[config.mk]
export PLATFORM = sky130hd
export DESIGN_NAME = hiccup_ctrl
export DESIGN_NICKNAME = d
export VERILOG_FILES = /design/src/rtl/hiccup_pkg.sv /design/src/rtl/hiccup_qual.sv /design/src/rtl/hiccup_window.sv /design/src/rtl/hiccup_ctrl.sv
export SDC_FILE = /design/constraint.sdc
export NUM_CORES = 1
export LEC_CHECK = 0
export ABC_AREA = 0
export BUFFER_PORTS_ARGS = -buffer_cell sky130_fd_sc_hd__clkbuf_2
export CORE_UTILIZATION = 45
export DETAILED_ROUTE_END_ITERATION = 8
export PLACE_DENSITY_LB_ADDON = 0.1
export SYNTH_ARGS = -nofsm -noshare
export SYNTH_HDL_FRONTEND = slang
export SYNTH_SLANG_ARGS = --single-unit
export TNS_END_PERCENT = 5
[constraint.sdc]
create_clock -name clk_i -period 1.8 [get_ports clk_i]
set_clock_uncertainty 0.15 [all_clocks]
set_input_delay 0.36 -clock clk_i [delete_from_list [all_inputs] [get_ports clk_i]]
set_output_delay 0.36 -clock clk_i [all_outputs]
set_load 0.01 [all_outputs]
[src/rtl/hiccup_pkg.sv]
package hiccup_pkg;
  typedef enum logic [2:0] {
    ST_IDLE,
    ST_START,
    ST_RUN,
    ST_OFF,
    ST_RETRY
  } hic_state_e;
endpackage

[src/rtl/hiccup_qual.sv]
module hiccup_qual #(
  parameter int QUAL_CYCLES = 72,
  localparam int W = $clog2(QUAL_CYCLES + 1)
) (
  input  logic clk_i,
  input  logic rst_ni,
  input  logic arm_i,
  input  logic ilim_i,
  input  logic fb_low_i,
  output logic done_o
);
  logic         cond;
  logic [W-1:0] cnt_q;

  assign cond   = arm_i && ilim_i && fb_low_i;
  assign done_o = cond && (cnt_q == W'(QUAL_CYCLES - 1));

  always_ff @(posedge clk_i or negedge rst_ni) begin
    if (!rst_ni)     cnt_q <= '0;
    else if (!cond)  cnt_q <= '0;
    else if (done_o) cnt_q <= '0;
    else             cnt_q <= cnt_q + 1'b1;
  end

  // a completed qualification needs the condition on the previous edge too
  a_r1_needs_history: assert property (@(posedge clk_i) disable iff (!rst_ni)
    done_o |-> $past(arm_i && ilim_i && fb_low_i));

  a_r1_restart_on_drop: assert property (@(posedge clk_i) disable iff (!rst_ni)
    !cond |=> !done_o);
endmodule

[src/rtl/hiccup_window.sv]
module hiccup_window #(
  parameter int CNT_W = 10
) (
  input  logic             clk_i,
  input  logic             rst_ni,
  input  logic             active_i,
  input  logic             clr_i,
  input  logic             tick_i,
  input  logic [CNT_W-1:0] last_i,
  output logic             done_o
);
  logic [CNT_W-1:0] cnt_q;

  assign done_o = active_i && tick_i && (cnt_q == last_i);

  always_ff @(posedge clk_i or negedge rst_ni) begin
    if (!rst_ni)                cnt_q <= '0;
    else if (clr_i || !active_i) cnt_q <= '0;
    else if (tick_i)            cnt_q <= cnt_q + 1'b1;
  end

  a_r3_no_overrun: assert property (@(posedge clk_i) disable iff (!rst_ni)
    active_i |-> (cnt_q <= last_i));

  a_r9_holds_without_tick: assert property (@(posedge clk_i) disable iff (!rst_ni)
    (active_i && !tick_i && !clr_i) |=> $stable(cnt_q));
endmodule

[src/rtl/hiccup_ctrl.sv]
module hiccup_ctrl
  import hiccup_pkg::*;
#(
  parameter int QUAL_CYCLES = 72,
  parameter int OFF_TICKS   = 896,
  parameter int RETRY_TICKS = 112,
  parameter int BLANK_TICKS = 112
) (
  input  logic clk_i,
  input  logic rst_ni,
  input  logic en_i,
  input  logic tick_i,
  input  logic ilim_i,
  input  logic fb_low_i,
  output logic sw_off_o,
  output logic comp_pull_o,
  output logic ref_pull_o,
  output logic retry_o,
  output logic hiccup_seen_o
);
  localparam int MAX_A = (OFF_TICKS > RETRY_TICKS) ? OFF_TICKS : RETRY_TICKS;
  localparam int MAX_T = (MAX_A > BLANK_TICKS) ? MAX_A : BLANK_TICKS;
  localparam int CNT_W = $clog2(MAX_T);

  hic_state_e       state_q, state_d;
  logic             qual_done, win_done, win_active, win_clr, seen_q;
  logic [CNT_W-1:0] win_last;

  hiccup_qual #(.QUAL_CYCLES(QUAL_CYCLES)) u_qual (
    .clk_i    (clk_i),
    .rst_ni   (rst_ni),
    .arm_i    (state_q == ST_RUN),
    .ilim_i   (ilim_i),
    .fb_low_i (fb_low_i),
    .done_o   (qual_done)
  );

  always_comb begin
    unique case (state_q)
      ST_START: win_last = CNT_W'(BLANK_TICKS - 1);
      ST_OFF:   win_last = CNT_W'(OFF_TICKS - 1);
      ST_RETRY: win_last = CNT_W'(RETRY_TICKS - 1);
      default:  win_last = '0;
    endcase
  end

  assign win_active = (state_q == ST_START) || (state_q == ST_OFF) || (state_q == ST_RETRY);
  assign win_clr    = (state_d != state_q);

  hiccup_window #(.CNT_W(CNT_W)) u_win (
    .clk_i    (clk_i),
    .rst_ni   (rst_ni),
    .active_i (win_active),
    .clr_i    (win_clr),
    .tick_i   (tick_i),
    .last_i   (win_last),
    .done_o   (win_done)
  );

  always_comb begin
    state_d = state_q;
    if (!en_i) state_d = ST_IDLE;
    else begin
      unique case (state_q)
        ST_IDLE:  state_d = ST_START;
        ST_START: if (win_done)  state_d = ST_RUN;
        ST_RUN:   if (qual_done) state_d = ST_OFF;
        ST_OFF:   if (win_done)  state_d = ST_RETRY;
        ST_RETRY: if (win_done)  state_d = ilim_i ? ST_OFF : ST_RUN;
        default:  state_d = ST_IDLE;
      endcase
    end
  end

  always_ff @(posedge clk_i or negedge rst_ni) begin
    if (!rst_ni) begin
      state_q <= ST_IDLE;
      seen_q  <= 1'b0;
    end else begin
      state_q <= state_d;
      if (state_q == ST_IDLE && state_d == ST_START)   seen_q <= 1'b0;
      else if (state_d == ST_OFF && state_q != ST_OFF) seen_q <= 1'b1;
    end
  end

  assign sw_off_o      = (state_q == ST_OFF);
  assign comp_pull_o   = (state_q == ST_OFF);
  assign ref_pull_o    = (state_q == ST_OFF);
  assign retry_o       = (state_q == ST_RETRY);
  assign hiccup_seen_o = seen_q;

  a_r1_off_entry_cause: assert property (@(posedge clk_i) disable iff (!rst_ni)
    $rose(sw_off_o) |-> ($past(qual_done) || $past(retry_o && ilim_i)));

  a_r5_retry_verdict: assert property (@(posedge clk_i) disable iff (!rst_ni)
    ($fell(retry_o) && $past(en_i)) |-> (sw_off_o == $past(ilim_i)));

  a_r7_disable_idle: assert property (@(posedge clk_i) disable iff (!rst_ni)
    !en_i |=> (!sw_off_o && !retry_o));

  a_r8_seen_on_entry: assert property (@(posedge clk_i) disable iff (!rst_ni)
    $rose(sw_off_o) |-> hiccup_seen_o);

  a_r4_retry_follows_off: assert property (@(posedge clk_i) disable iff (!rst_ni)
    $rose(retry_o) |-> $past(sw_off_o));
endmodule

==> results.sh <==
export IMPL_run_status="completed"
export IMPL_grt_max_degree=22
export IMPL_drv_cap=0
export IMPL_cts_reportedPaths_clkPinSlew_ps=130
export IMPL_dr_total_vias=1008
export IMPL_rsz0062_at_grt="true"
export IMPL_worstMarginPinSlew_ps=535
export IMPL_clock_latency_ps=300
export IMPL_synth_avg_cell_area_um2=9.40
export IMPL_synth_cell_type_count=39
export IMPL_cts_tree="built"
export IMPL_cp_slowest_stage_delay_ps=370
export IMPL_hold_viol_final=0
export IMPL_synth_flop_cell="dfrtp_1"
export IMPL_path_cells="buf_4 -> nor3b_4 -> buf_6 -> clkbuf_2"
export IMPL_yosys_warnings=0
export IMPL_grt_pass1_wl_um=3880
export IMPL_start_kind="flip-flop"
export IMPL_layout_min_cycle_time_ps=1800
export IMPL_yosysTopAreaCell="dfrtp_1"
export IMPL_cts_buffer_depth=2
export IMPL_drive_gt1_share_pct=36.0
export IMPL_p_per_area_mw_per_mm2=531
export IMPL_hp_class="primary input to flip-flop"
export IMPL_cts_root_buf="clkbuf_4"
export IMPL_worstRegToRegCells=6
export IMPL_drc=0
export IMPL_stdcell_count=191
export IMPL_io_buffers=10
export IMPL_dieArea_mm2=0.00291
export IMPL_area_growth_pct=29.4
export IMPL_die_w_um=53.9
export IMPL_grt_pass1_vias=889
export IMPL_gr_max_usage_layer="met2"
export IMPL_drtAntennaViolNets=0
export IMPL_fin_hold_ws_ps=160
export IMPL_gr_usage_met3_pct=2.54
export IMPL_syn_inst=129
export IMPL_synth_edf_count=0
export IMPL_synth_yosys_seq_area_share_pct=43.3
export IMPL_grt_ovfl_total=0
export IMPL_core_rowCount=18
export IMPL_path_max_fanout=5
export IMPL_place_inst=184
export IMPL_report_final_setup_viol=0
export IMPL_track_usage_pct=19.0
export IMPL_place_congestion=0.799
export IMPL_maxSlewViolCount=0
export IMPL_synth_area_leaders="dfrtp_1 (43%), xor2_1 (5.8%), nor2_1 (5.6%), nand2_1 (3.1%), nand4_1 (3.1%)"
export IMPL_ir_worst_vdd_mv=0.426
export IMPL_antenna_found_initial=0
export IMPL_syn_nets=137
export IMPL_p_leak_nw=0.679
export IMPL_power_mw=0.833
export IMPL_via_per_inst=5.28
export IMPL_endpoint_kind="primary output"
export IMPL_crit_required_ps=1290
export IMPL_antenna_cells=0
export IMPL_dr_pass1_iters=2
export IMPL_nNetsFinal=170
export IMPL_async_flop_share_pct=100
export IMPL_wl_um=2550
export IMPL_critPathKind="flip-flop to primary output"
export IMPL_synth_top_area_share_pct=43.3
export IMPL_ys_seq_elements=21
export IMPL_synth_common_cells="dfrtp_1 (21), nor2_1 (18), nand2_1 (10)"
export IMPL_die_height_um=53.9
export IMPL_slew_headroom_pct=64.3
export IMPL_htreeDepth=1
export IMPL_worstPathArrival_ps=1290
export IMPL_start_util_pct=48.1
export IMPL_grtUsageMet1_pct=26.0
export IMPL_fin_crit_sh_pct=99.7
export IMPL_drtIter0Drc=18
export IMPL_ios=11
export IMPL_min_path_cells=2
export IMPL_syn_cell_area_mm2=0.00121
export IMPL_grt_use_met2_pct=29.2
export IMPL_cpMaxStageDelayCell="dfrtp_1"
export IMPL_clock_sinks=21
export IMPL_post_synth_top_count_cell="dfrtp_1"
export IMPL_timing_fmax_mhz=557
export IMPL_wire_per_inst_um=13.3
export IMPL_core_mm2=0.00252
export IMPL_dpl_hpwl_um=1800
export IMPL_cts_buffers=3
## timing repair
item	CTS	global route
endpoints found under the hold margin	21	0
resized for setup	6	19
setup endpoints to repair	5	17
pin swaps	2	4
hold buffers	1	0
setup buffers	1	1
## stage by stage
stage	setup TNS [ps]	instance area (µm²)	utilization, %	setup WS [ps]
6_report	0	1570	62.2	4.57
5_1_grt	-284	1570	62.2	-52.4
4_1_cts	0	1490	59.0	9.56
3_5_place_dp	-769	1430	56.8	-92.5
3_3_place_gp	-391	1430	56.8	-64.8
2_1_floorplan	-1.85	1230	-	-1.85
## logic make-up after synthesis
| kind of cell | Yosys count | synth area share [%] |
|---|---|---|
| buf+inv | 10 | 4.54 |
| mux | 3 | 2.48 |
| simple gates | 63 | 28.7 |
| compound gates | 18 | 10.2 |
| flops | 21 | 43.3 |
| xor+xnor | 12 | 8.67 |
| fa+ha+maj | 2 | 2.06 |
## critical path, delay by kind of cell (launching register included)
family	cells	cell delay, ps
flip-flops	1	370
buffers and inverters	3	410
AND/OR/NAND/NOR	1	200
## metal layers
metal / vias up / wire, µm
met5: - / 0
met1: 478 / 1280
li1: 521 / -
met4: 0 / 29
met2: 7 / 1200
met3: 2 / 38
## where the power goes
part / switching, mW / internal (mW) / total [mW]
logic: 0.0637 / 0.0490 / 0.113
registers: 0.00772 / 0.478 / 0.485
clock network: 0.152 / 0.0828 / 0.235
total: 0.224 / 0.610 / 0.833
## path summary, 6_finish.rpt
| check | from | endpoint | slack [ps] |
|---|---|---|---|
| max | state_q[2]$_DFF_PN0_ | retry_o | 5 |
| min | fb_low_i | u_qual.cnt_q[1]$_DFF_PN0_ | 160 |
| max reg2reg | u_win.cnt_q[9]$_DFFE_PN0P_ | hiccup_seen_o$_DFFE_PN0P_ | 20 |
| min reg2reg | u_qual.cnt_q[0]$_DFF_PN0_ | u_qual.cnt_q[0]$_DFF_PN0_ | 320 |
| max in group asynchronous | rst_ni | u_win.cnt_q[8]$_DFFE_PN0P_ | 720 |
| min in group asynchronous | rst_ni | u_qual.cnt_q[4]$_DFF_PN0_ | 390 |
## layout make-up
class                      count  area (µm²)
fill                         223         953
multi-input combinational     98         693
sequential                    21         531
timing repair buffer          35         267
tap                           30        37.5
clock buffer                   3        22.5
inverter                       3        13.8
clock inverter                 1        5.00
## flip-flops by register name, summed over array words and instances, names as in the netlist
name,count
u_qual.cnt_q,7
u_win.cnt_q,10
hiccup_seen_o,1
state_q,3
## layout by cell type (no fill, tap or decap), types with 2 or more instances in the layout
master    count
buf_4        22
nor2b_1       3
dfrtp_2       4
clkbuf_4      3
a211oi_1      2
buf_6         5
nand3_1       5
nand4_1       6
nand2_1       9
clkbuf_2      7
and3_1        3
xnor2_1       4
nor3_1        5
ha_1          2
a21oi_1       4
xor2_1        8
o21ai_0       3
dfrtp_1      17
nor2_1       17
inv_1         2
mux2i_1       3
No activity file was read; power rests on OpenSTA's default activity.
